==> src/rtl/sysctl_pkg.sv <==
`timescale 1ns/1ps
package sysctl_pkg;

  localparam int unsigned DATA_W    = 32;
  localparam int unsigned MAX_CORES = 4;

  // Bit positions of the per-core fields inside the core-control word
  localparam int unsigned CORE_RST_LSB  = 0;
  localparam int unsigned CORE_STOP_LSB = 4;

  localparam logic [15:0] KEY_ENGAGE  = 16'h767B;
  localparam logic [15:0] KEY_RELEASE = 16'hDF0D;

  localparam logic [31:0] OFS_ENGAGE  = 32'h004;
  localparam logic [31:0] OFS_RELEASE = 32'h008;
  localparam logic [31:0] OFS_STATUS  = 32'h00C;
  localparam logic [31:0] OFS_ERROR   = 32'h010;
  localparam logic [31:0] OFS_CORES   = 32'h244;

  typedef enum logic [2:0] {
    SEL_NONE,
    SEL_ENGAGE,
    SEL_RELEASE,
    SEL_STATUS,
    SEL_ERROR,
    SEL_CORES,
    SEL_FIXED
  } sel_e;

  typedef struct packed {
    logic              hit;
    logic [DATA_W-1:0] value;
  } fixed_t;

  // Constant clock-configuration words, keyed by aligned byte offset
  function automatic fixed_t fixed_lookup(input logic [31:0] ofs);
    fixed_t r;
    r.hit = 1'b1;
    case (ofs)
      32'h100, 32'h104, 32'h108: r.value = 32'h0001_A008;
      32'h10C:                   r.value = 32'h0000_003F;
      32'h120:                   r.value = 32'h1F00_0400;
      32'h124:                   r.value = 32'h1840_0003;
      32'h12C:                   r.value = 32'h01FF_CCCD;
      32'h150:                   r.value = 32'h0000_1E03;
      32'h154:                   r.value = 32'h0000_3F03;
      32'h1C4:                   r.value = 32'h0000_0001;
      default: begin
        r.hit   = 1'b0;
        r.value = '0;
      end
    endcase
    return r;
  endfunction

endpackage

==> src/rtl/sysctl_decode.sv <==
`timescale 1ns/1ps
module sysctl_decode
  import sysctl_pkg::*;
#(
  parameter int unsigned ADDR_W = 12
) (
  input  logic [ADDR_W-1:0] addr_i,
  output sel_e              sel_o,
  output logic [DATA_W-1:0] fixed_o
);

  localparam int unsigned WORD_LSB = 2;

  logic [31:0] ofs;
  fixed_t      fx;
  logic        unused_lsb;

  assign unused_lsb = ^addr_i[WORD_LSB-1:0];
  assign ofs        = 32'({addr_i[ADDR_W-1:WORD_LSB], {WORD_LSB{1'b0}}});
  assign fx         = fixed_lookup(ofs);
  assign fixed_o    = fx.value;

  always_comb begin
    if (ofs == OFS_ENGAGE)       sel_o = SEL_ENGAGE;
    else if (ofs == OFS_RELEASE) sel_o = SEL_RELEASE;
    else if (ofs == OFS_STATUS)  sel_o = SEL_STATUS;
    else if (ofs == OFS_ERROR)   sel_o = SEL_ERROR;
    else if (ofs == OFS_CORES)   sel_o = SEL_CORES;
    else if (fx.hit)             sel_o = SEL_FIXED;
    else                         sel_o = SEL_NONE;
  end

endmodule

==> src/rtl/sysctl_lock_ctrl.sv <==
`timescale 1ns/1ps
module sysctl_lock_ctrl
  import sysctl_pkg::*;
(
  input  logic              clk,
  input  logic              rst,
  input  logic              wr_en_i,
  input  sel_e              sel_i,
  input  logic [DATA_W-1:0] wdata_i,
  output logic              locked_o,
  output logic              err_o
);

  logic locked_q, err_q;
  logic engage_ok, release_ok, bad_key, blocked, err_clr;
  logic unused_hi;

  assign unused_hi = ^wdata_i[DATA_W-1:16];

  assign engage_ok  = wr_en_i && sel_i == SEL_ENGAGE  && wdata_i[15:0] == KEY_ENGAGE;
  assign release_ok = wr_en_i && sel_i == SEL_RELEASE && wdata_i[15:0] == KEY_RELEASE;
  assign bad_key    = wr_en_i && ((sel_i == SEL_ENGAGE  && wdata_i[15:0] != KEY_ENGAGE) ||
                                  (sel_i == SEL_RELEASE && wdata_i[15:0] != KEY_RELEASE));
  assign blocked    = wr_en_i && sel_i == SEL_CORES && locked_q;
  assign err_clr    = wr_en_i && sel_i == SEL_ERROR && wdata_i[0];

  always_ff @(posedge clk) begin
    if (rst) begin
      locked_q <= 1'b1;
      err_q    <= 1'b0;
    end else begin
      if (engage_ok)       locked_q <= 1'b1;
      else if (release_ok) locked_q <= 1'b0;
      if (bad_key || blocked) err_q <= 1'b1;
      else if (err_clr)       err_q <= 1'b0;
    end
  end

  assign locked_o = locked_q;
  assign err_o    = err_q;

  assert_engage_key_locks_R2: assert property (@(posedge clk) disable iff (rst)
    (wr_en_i && sel_i == SEL_ENGAGE && wdata_i[15:0] == 16'h767B) |=> locked_q)
    else $error("engage key did not lock");

  assert_release_key_unlocks_R3: assert property (@(posedge clk) disable iff (rst)
    (wr_en_i && sel_i == SEL_RELEASE && wdata_i[15:0] == 16'hDF0D) |=> !locked_q)
    else $error("release key did not unlock");

  assert_lock_idle_stable_R2: assert property (@(posedge clk) disable iff (rst)
    !wr_en_i |=> $stable(locked_q))
    else $error("lock moved without a write");

  assert_bad_key_flags_R10: assert property (@(posedge clk) disable iff (rst)
    (wr_en_i && sel_i == SEL_RELEASE && wdata_i[15:0] != 16'hDF0D) |=> (err_q && $stable(locked_q)))
    else $error("wrong release key not flagged");

endmodule

==> src/rtl/sysctl_core_ctrl.sv <==
`timescale 1ns/1ps
module sysctl_core_ctrl
  import sysctl_pkg::*;
#(
  parameter int unsigned NUM_CORES = 2
) (
  input  logic                 clk,
  input  logic                 rst,
  input  logic                 wr_req_i,
  input  logic                 locked_i,
  input  logic [DATA_W-1:0]    wdata_i,
  output logic [DATA_W-1:0]    view_o,
  output logic [NUM_CORES-1:0] halt_o,
  output logic [NUM_CORES-1:0] core_rst_o
);

  logic [NUM_CORES-1:0] rst_q, stop_q, halt_q;
  logic                 upd;
  logic                 unused_wdata;

  assign unused_wdata = ^wdata_i;
  assign upd          = wr_req_i && !locked_i;

  for (genvar c = 0; c < NUM_CORES; c++) begin : g_core
    always_ff @(posedge clk) begin
      if (rst) begin
        rst_q[c]  <= 1'b0;
        stop_q[c] <= 1'b0;
        halt_q[c] <= 1'b0;
      end else if (upd) begin
        rst_q[c]  <= wdata_i[CORE_RST_LSB + c];
        stop_q[c] <= wdata_i[CORE_STOP_LSB + c];
        halt_q[c] <= wdata_i[CORE_RST_LSB + c] | wdata_i[CORE_STOP_LSB + c];
      end
    end
  end

  always_comb begin
    view_o = '0;
    for (int c = 0; c < NUM_CORES; c++) begin
      view_o[CORE_RST_LSB + c]  = rst_q[c];
      view_o[CORE_STOP_LSB + c] = stop_q[c];
    end
  end

  assign halt_o     = halt_q;
  assign core_rst_o = rst_q;

  assert_locked_write_ignored_R6: assert property (@(posedge clk) disable iff (rst)
    (wr_req_i && locked_i) |=> ($stable(rst_q) && $stable(stop_q)))
    else $error("core bits changed while locked");

  assert_halt_tracks_causes_R7: assert property (@(posedge clk) disable iff (rst)
    halt_q == (rst_q | stop_q))
    else $error("halt disagrees with reset/stop bits");

  assert_bits_hold_without_write_R5: assert property (@(posedge clk) disable iff (rst)
    !wr_req_i |=> ($stable(rst_q) && $stable(stop_q)))
    else $error("core bits moved without a write");

endmodule

==> src/rtl/sysctl_keyed_regs.sv <==
`timescale 1ns/1ps
module sysctl_keyed_regs
  import sysctl_pkg::*;
#(
  parameter int unsigned ADDR_W    = 12,
  parameter int unsigned NUM_CORES = 2
) (
  input  logic                 clk,
  input  logic                 rst,
  input  logic [ADDR_W-1:0]    addr_i,
  input  logic                 wr_en_i,
  input  logic [31:0]          wdata_i,
  input  logic                 rd_en_i,
  output logic [31:0]          rdata_o,
  output logic [NUM_CORES-1:0] halt_o,
  output logic [NUM_CORES-1:0] core_rst_o
);

  // NUM_CORES must not exceed MAX_CORES so reset and stop fields stay apart
  sel_e              sel;
  logic [DATA_W-1:0] fixed_word;
  logic [DATA_W-1:0] core_view;
  logic              locked, err;
  logic [DATA_W-1:0] rd_mux, rdata_q;

  sysctl_decode #(.ADDR_W(ADDR_W)) u_decode (
    .addr_i  (addr_i),
    .sel_o   (sel),
    .fixed_o (fixed_word)
  );

  sysctl_lock_ctrl u_lock (
    .clk      (clk),
    .rst      (rst),
    .wr_en_i  (wr_en_i),
    .sel_i    (sel),
    .wdata_i  (wdata_i),
    .locked_o (locked),
    .err_o    (err)
  );

  sysctl_core_ctrl #(.NUM_CORES(NUM_CORES)) u_cores (
    .clk        (clk),
    .rst        (rst),
    .wr_req_i   (wr_en_i && sel == SEL_CORES),
    .locked_i   (locked),
    .wdata_i    (wdata_i),
    .view_o     (core_view),
    .halt_o     (halt_o),
    .core_rst_o (core_rst_o)
  );

  always_comb begin
    case (sel)
      SEL_STATUS: rd_mux = {{(DATA_W-1){1'b0}}, locked};
      SEL_ERROR:  rd_mux = {{(DATA_W-1){1'b0}}, err};
      SEL_CORES:  rd_mux = core_view;
      SEL_FIXED:  rd_mux = fixed_word;
      default:    rd_mux = '0;
    endcase
  end

  always_ff @(posedge clk) begin
    if (rst)          rdata_q <= '0;
    else if (rd_en_i) rdata_q <= rd_mux;
  end

  assign rdata_o = rdata_q;

  assert_rdata_holds_R11: assert property (@(posedge clk) disable iff (rst)
    !rd_en_i |=> $stable(rdata_q))
    else $error("read data moved without a read");

  assert_status_reports_lock_R4: assert property (@(posedge clk) disable iff (rst)
    (rd_en_i && sel == SEL_STATUS) |=> (rdata_q == {31'b0, $past(locked)}))
    else $error("status read disagrees with lock");

endmodule

==> config.mk <==
export PLATFORM = sky130hd
export DESIGN_NAME = sysctl_keyed_regs
export DESIGN_NICKNAME = d
export VERILOG_FILES = /design/src/rtl/sysctl_pkg.sv /design/src/rtl/sysctl_decode.sv /design/src/rtl/sysctl_lock_ctrl.sv /design/src/rtl/sysctl_core_ctrl.sv /design/src/rtl/sysctl_keyed_regs.sv
export SDC_FILE = /design/constraint.sdc
export NUM_CORES = 1
export LEC_CHECK = 0
export BUFFER_PORTS_ARGS = -buffer_cell sky130_fd_sc_hd__buf_2
export CORE_MARGIN = 2
export CORE_UTILIZATION = 55
export DETAILED_ROUTE_END_ITERATION = 8
export HOLD_SLACK_MARGIN = 0.12
export PLACE_DENSITY = 0.87
export RECOVER_POWER = 50
export SYNTH_ARGS = -nofsm -noshare
export SYNTH_HDL_FRONTEND = slang
export SYNTH_HIERARCHICAL = 1
export SYNTH_SLANG_ARGS = --single-unit
==> constraint.sdc <==
create_clock -name clk -period 4.71 [get_ports clk]
set_input_delay 0.942 -clock clk [delete_from_list [all_inputs] [get_ports clk]]
set_output_delay 0.942 -clock clk [all_outputs]
set_load 0.02 [all_outputs]
==> qor.txt, run 1 <==
outcome: finished, violations left
failing checks: capacitance limit, slew limit
CP Launch Type: primary input
CP max stage delay: 0.71 ns
critical path peak fanout: 32
# diodes: 0
worst hold path class: flip-flop to flip-flop
Netlist cell types: 52
RSZ-0062 raised after global routing: false
WL final: 4.77 mm
PortBufs: 65
setup TNS: 0 ns
hold_buf cts: 0
ys flop type: dfxtp_1
Root Driver: clkbuf_8
Slew Limit Fails: 32
measured slew at the worst slew-check pin: 1.90 ns
global-route wire length before repair: 7.98 mm
WP data required: 4.87 ns
Comb pwr share: 7.3%
Max Freq: 307 MHz
Net Sw Frac: 22.5%
width of the die: 70.7 um
initial antenna violation count: 0
Die ar.: 5000 um2
reg2reg start: u_lock/locked_o$_SDFFE_PP1P_
CTS max path bufs: 2
Tot Pwr: 661 uW
RePlAce Congestion: 0.823
Mapped Cells: 293
Psw: 149 uW
Clock Latency Late Sink: 0.29 ns
Crit. End Element: flip-flop
Slowest-stage cell, CP: nor4_1
postcts setup bufs: 0
reg2reg setup slack: 3.67 ns
Worst EP arrival: 3.41 ns
CTS sink count: 40
leak pwr: 0.000911 uW
CTS buffer count: 5
Critical Path Source: addr_i[11]
HPWL after DPL: 3.37 mm
CTS resizes: 0
Period minus WS final: 3.25 ns
Final ANT Viol Nets: 0
Clk pwr share: 41.5%
Syn Std Cell Area: 2450 um2
register area share after synthesis: 32.7%
vias in the first global route: 1838
count of final hold-check violations: 0
CP Class: primary input to flip-flop
Avg WL per Cell: 12.3 um
Tot GR Track Use: 19.7%
clk slew on worst S/H paths: 0.08 ns
via/cell ratio: 5.29
yosys warns: 6
Initial Utilization: 56.6%
WHS: 0.447 ns
flops & latches, synth: 40
Tcrit/Tclk final: 69.1%
DR iter-0 viols: 135
DRC viols: 0
clk_skew: 0.00155 ns
Post-synth EDFFs: 0
Vias: 2047
Chip Height: 70.7 um
Max H-tree Level: 2
critical path buffer and inverter count: 2
grt ovf: 0
Max VDD drop: 152 uV
Layout area overhead: 5.42%
layout cells sized above 1: 16.4%
# rows: 24
maxcap violations: 1
nets: 382
hold wc startpoint: rdata_o[9]$_SDFFE_PP0P_
setup violators final: 0
CTS tree: done
syn avg cell area: 8.35 um2
DR pass1 iterations: 4
io pins: 84
Internal: 513 uW
max_slew headroom: -26.9%
largest net degree at the start of global routing: 33
Reg power frac: 51.2%
FFs w/ async S/R, synth: 0%
Top Family by Delay on Critical Path: simple AND/OR/NAND/NOR gates
Pwr Density: 257 nW/um2
CP cell instances: buf_2 -> nor4_1 -> o211a_1 -> nor2b_2 -> buf_4 -> and3_1 -> nor2b_4 -> mux2i_1 -> nor2_1
CORE AREA: 4320 um2
==> metrics by stage <==
step	instances	cell area [um2]	worst slack, ns	util [%]
2_1_floorplan	322	2550	1.64	-
3_3_place_gp	379	2520	1.26	58.3
3_5_place_dp	379	2520	1.18	58.3
4_1_cts	387	2630	1.49	60.8
5_1_grt	387	2580	1.28	59.6
6_report	387	2580	1.46	59.6
==> flip-flops by register name (all words and copies together) (netlist names) <==
| register | cells |
|---|---|
| rdata_o | 32 |
| u_cores/core_rst_o | 2 |
| u_cores/halt_o | 2 |
| u_cores/view_o | 2 |
| u_lock/err_o | 1 |
| u_lock/locked_o | 1 |
==> tightest hold or removal path: cells and delay by family, from the launching register on <==
kind / cells / cell delay [ns]
DFF: 1 / 0.31
and+or+nand+nor: 1 / 0.05
AOI/OAI and AO/OA: 1 / 0.05
==> per-layer routing <==
| layer | GRT usage, % | wire, um |
|---|---|---|
| met1 | 24.9 | 2110 |
| met2 | 31.5 | 2250 |
| met3 | 5.84 | 330 |
| met4 | 8.39 | 80 |
| met5 | 0 | 0 |
==> power by group through the flow <==
stage          Clock [uW]  Combinational (uW)  Sequential, uW
2_1_floorplan           0                42.7             347
3_3_place_gp            0                46.6             347
3_5_place_dp            0                47.6             346
4_1_cts               281                47.8             338
5_1_grt               294                53.7             339
6_report              275                48.3             339
==> placed cells by master, fill, tap and decap left out, types with 3 or more instances in the layout <==
master	netlist	final
nor2b_1	5	3
nor3_1	3	3
nand3_1	6	6
conb_1	2	31
nand4b_1	3	3
nand3b_1	3	3
o21ai_1	18	18
clkbuf_1	6	38
buf_4	49	3
nand2_1	36	36
dfxtp_1	40	40
buf_2	4	28
a22oi_1	31	31
mux2i_1	4	4
o21ai_0	16	16
clkbuf_8	0	5
nor2_1	19	19
==> worst paths after layout <==
| kind | endpoint | depth (start not counted) |
|---|---|---|
| setup / recovery | u_cores/core_rst_o[1]$_SDFFE_PP0P_ | 9 |
| hold / removal | rdata_o[9]$_SDFFE_PP0P_ | 2 |
| setup reg to reg | u_cores/core_rst_o[1]$_SDFFE_PP0P_ | 3 |
| hold reg to reg | rdata_o[9]$_SDFFE_PP0P_ | 2 |
==> cells in the mapped netlist, types with 2 or more instances <==
cell type,n,area (um2)
buf_2,4,20.0
clkbuf_1,6,22.5
or4_1,2,15.0
nor3_1,3,15.0
nand2_1,36,135
buf_4,49,368
and3_1,2,12.5
mux2i_1,4,40.0
nor4_1,2,12.5
nand4_1,2,12.5
dfxtp_1,40,801
o21ai_1,18,90.1
nor2b_1,5,31.3
nand4b_1,3,26.3
buf_6,4,45.0
a211oi_1,2,15.0
nor4bb_1,2,20.0
o21ai_0,16,80.1
nand3b_1,3,22.5
and4b_1,2,20.0
nor2_1,19,71.3
a22oi_1,31,233
conb_1,2,7.51
nand3_1,6,30.0
xnor2_1,2,17.5
inv_1,2,7.51
==> cell families after synthesis <==
logic type             Yosys count  synth area share (%)
flip-flops                      40                  32.7
multiplexers                     5                  2.10
other                            2                 0.307
AO/OA/AOI/OAI                   77                  20.9
AND/OR/NAND/NOR                102                  24.3
XOR/XNOR                         2                 0.716
buffers and inverters           65                  18.9
==> final cells by class <==
| cell class | instances | area, um2 |
|---|---|---|
| fill | 417 | 1750 |
| multi-input combinational | 217 | 1300 |
| sequential | 40 | 801 |
| timing repair buffer | 68 | 302 |
| clock buffer | 6 | 72.6 |
| tap | 52 | 65.1 |
| clock inverter | 2 | 35.0 |
| inverter | 2 | 7.51 |
Note: power is estimated with default switching activity, not from simulation.
==> inputs of run 2 (changes only) <==
- ABC_AREA: unset -> 1
- CORE_UTILIZATION: 55 -> 48
- PLACE_DENSITY: 0.87 -> 0.78
- clock period: 4.71 -> 2.94 ns (I/O delays scaled with it)
==> run 2 against run 1 <==
The flow now finishes without violations. Core utilization decreased by 7.1 points. Power increased by 66%. Critical endpoint is now rdata_o[17]$_SDFFE_PP0P_. Combinational power increased by 94%. Via count increased by 30%. Clock skew increased by 0.0015 ns. Largest power group unchanged. Register-to-register slack got worse by 1.7 ns.
==> qor.txt, run 2 <==
outcome: finished, final reports clean (was finished, violations left)
Critical Path Source: addr_i[9] (was addr_i[11])
setup violators final: 0 (unchanged)
layout cells sized above 1: 13.9% (was 16.4%)
CP cell instances: buf_2 -> inv_1 -> nand2_4 -> nor2_1 -> nand3_4 -> nand3_2 -> nor2_2 -> nand2_1 -> nand3_1 -> buf_4 -> o21ai_0 -> nand2_1 -> a21oi_1 (was buf_2 -> nor4_1 -> o211a_1 -> nor2b_2 -> buf_4 -> and3_1 -> nor2b_4 -> mux2i_1 -> nor2_1)
Crit. End Element: flip-flop (unchanged)
Final ANT Viol Nets: 0 (unchanged)
max FFs per register: 32 (unchanged)
Finished Cell Area: 3090 um2 (was 2580 um2)
WP data required: 3.15 ns (was 4.87 ns)
grt ovf: 0 (unchanged)
RePlAce Congestion: 0.776 (was 0.823)
maxcap violations: 0 (was 1)
syn avg cell area: 6.21 um2 (was 8.35 um2)
io pins: 84 (unchanged)
CP Launch Type: primary input (unchanged)
setup TNS: 0 ns (unchanged)
Mapped Cells: 468 (was 293)
initial antenna violation count: 0 (unchanged)
vias in the first global route: 2522 (was 1838)
Initial Utilization: 49.3% (was 56.6%)
Tcrit/Tclk final: 74.0%
RSZ-0062 raised after global routing: false (unchanged)
Post-synth EDFFs: 0 (unchanged)
hold wc startpoint: rdata_o[0]$_SDFFE_PP0P_ (was rdata_o[9]$_SDFFE_PP0P_)
# rows: 28 (was 24)
Root Driver: clkbuf_8 (unchanged)
CORE AREA: 5890 um2 (was 4320 um2)
Synth area leader: dfxtp_1 (unchanged)
critical path peak fanout: 31 (was 32)
# diodes: 0 (unchanged)
global-route wire length before repair: 10.1 mm (was 7.98 mm)
flops & latches, synth: 40 (unchanged)
Vias: 2666 (was 2047)
Tot GR Track Use: 18.8% (was 19.7%)
count of final hold-check violations: 0 (unchanged)
CTS max path bufs: 2 (unchanged)
Slowest-stage cell, CP: buf_4 (was nor4_1)
DR pass1 iterations: 4 (unchanged)
Top Family by Delay on Critical Path: simple AND/OR/NAND/NOR gates (unchanged)
DR iter-0 viols: 89 (was 135)
CP Class: primary input to flip-flop (unchanged)
via/cell ratio: 4.54 (was 5.29)
largest cells by area after synthesis: dfxtp_1, nand2_1, buf_4 (was dfxtp_1, buf_4, a22oi_1)
critical path buffer and inverter count: 3 (was 2)
FFs w/ async S/R, synth: 0% (unchanged)
ys flop type: dfxtp_1 (unchanged)
Worst EP arrival: 2.39 ns (was 3.41 ns)
worst reg2reg path endpoint: rdata_o[0]$_SDFFE_PP0P_ (was u_cores/core_rst_o[1]$_SDFFE_PP0P_)
hold path cells: 2 (unchanged)
Layout area overhead: 6.55% (was 5.42%)
yosys warns: 6 (unchanged)
WL final: 5.75 mm (was 4.77 mm)
Max VDD drop: 233 uV (was 152 uV)
nets: 559 (was 382)
hold_buf cts: 0 (unchanged)
measured slew at the worst slew-check pin: 0.917 ns (was 1.90 ns)
largest net degree at the start of global routing: 36 (was 33)
most frequent cells in the layout: nand2_1, inv_1, dfxtp_1 (was dfxtp_1, clkbuf_1, nand2_1)
CTS tree: done (unchanged)
register area share after synthesis: 27.6% (was 32.7%)
leak pwr: 0.00131 uW (was 0.000911 uW)
CTS sink count: 40 (unchanged)
reg2reg setup slack: 1.93 ns (was 3.67 ns)
top cells by count, synth: nand2_1, inv_1, buf_4 (was buf_4, dfxtp_1, nand2_1)
Syn Std Cell Area: 2900 um2 (was 2450 um2)
CP Depth: 13 (was 9)
CP max stage delay: 0.23 ns (was 0.71 ns)
Clock Latency Late Sink: 0.29 ns (about the same)
reg2reg start: u_lock/locked_o$_SDFFE_PP1P_ (unchanged)
PortBufs: 65 (unchanged)
clk_skew: 0.00306 ns (was 0.00155 ns)
postcts setup bufs: 0 (unchanged)
CTS buffer count: 5 (unchanged)
Pwr Density: 355 nW/um2 (was 257 nW/um2)
Placed Area: 3030 um2 (was 2520 um2)
CTS resizes: 0 (unchanged)
Max Freq: 459 MHz
most common cell in the netlist: nand2_1 (was buf_4)
width of the die: 81.8 um (was 70.7 um)
HPWL after DPL: 4.23 mm (was 3.37 mm)
top cell type's share of synthesized area: 27.6% (was 32.7%)
R2R cell count: 4 (was 3)
Period minus WS final: 2.18 ns
worst hold path class: flip-flop to flip-flop (unchanged)
Slew Limit Fails: 0 (was 32)
max_slew headroom: 38.8% (was -26.9%)
Die ar.: 6690 um2 (was 5000 um2)
CP Capture Point: rdata_o[17]$_SDFFE_PP0P_ (was u_cores/core_rst_o[1]$_SDFFE_PP0P_)
most frequent CP cell: nand2_1
clk slew on worst S/H paths: 0.08 ns (about the same)
Chip Height: 81.8 um (was 70.7 um)
Netlist cell types: 30 (was 52)
DRC viols: 0 (unchanged)
most common library cell in the layout ignoring fill and taps: nand2_1 (was dfxtp_1)
Avg WL per Cell: 9.80 um (was 12.3 um)
Max H-tree Level: 2 (unchanged)
[run 2: cell types whose count changed after synthesis, moves of 9 or more]
cell	previous run	this run
nand2_1	36	145
inv_1	2	66
a21oi_1	1	34
a22oi_1	31	0
nor2_1	19	28
nor2_2	0	9
[run 2: cell families (layout without fill, tap and decap cells)]
family                 after synthesis  after routing  share of synthesized area, %
AO/OA/AOI/OAI                       74             74                          13.3
buffers and inverters              134            149                          24.3
AND/OR/NAND/NOR                    218            218                          34.6
other                                2             31                         0.259
flip-flops                          40             40                          27.6
[run 2: metrics by stage]
stage,cells,utilization (%),total power (uW),setup WS [ns],hold WS [ns]
final,587,52.6,1100,0.763,0.466
after global routing,587,52.6,1140,0.539,0.484
after CTS,587,53.4,1110,0.780,0.466
after detailed placement,579,51.4,647,0.507,0.453
after global placement,579,51.4,645,0.517,0.450
after floorplan,497,-,640,0.565,0.455
[run 2: report_power, final]
| part | total [uW] | switching (uW) | internal (uW) |
|---|---|---|---|
| Combinational | 93.8 | 66.4 | 27.4 |
| Clock | 462 | 207 | 256 |
| Sequential | 541 | 0.0597 | 541 |
[run 2: routing by layer]
metal	up-vias	track usage, %	wire [um]
met2	55	37.3	2910
met4	0	4.00	42
met3	5	3.74	278
li1	1445	-	-
met1	1161	20.3	2520
met5	-	0	0
[run 2: cell type report]
class / count / area, um2
fillers: 607 / 2790
multi-input cells: 323 / 1510
flip-flops and latches: 40 / 801
repair buffers: 69 / 309
inverters: 72 / 270
well taps: 75 / 93.8
clock buffers: 5 / 68.8
clock inverters: 3 / 46.3
[run 2: worst min-delay path by stage]
stage	end	slack, ns
after CTS	rdata_o[19]$_SDFFE_PP0P_	0.47
final	rdata_o[0]$_SDFFE_PP0P_	0.47
after global routing	rdata_o[9]$_SDFFE_PP0P_	0.48
after detailed placement	rdata_o[0]$_SDFFE_PP0P_	0.45
after floorplan	u_cores/view_o[4]$_SDFFE_PP0P_	0.46
after global placement	rdata_o[19]$_SDFFE_PP0P_	0.45
[run 2: worst register-to-register path: stages, from the launching register on]
cell and delay (ns):
dfxtp_1 0.36, nand4_1 0.11, nand2_1 0.06, o21ai_0 0.25, a21oi_1 0.10
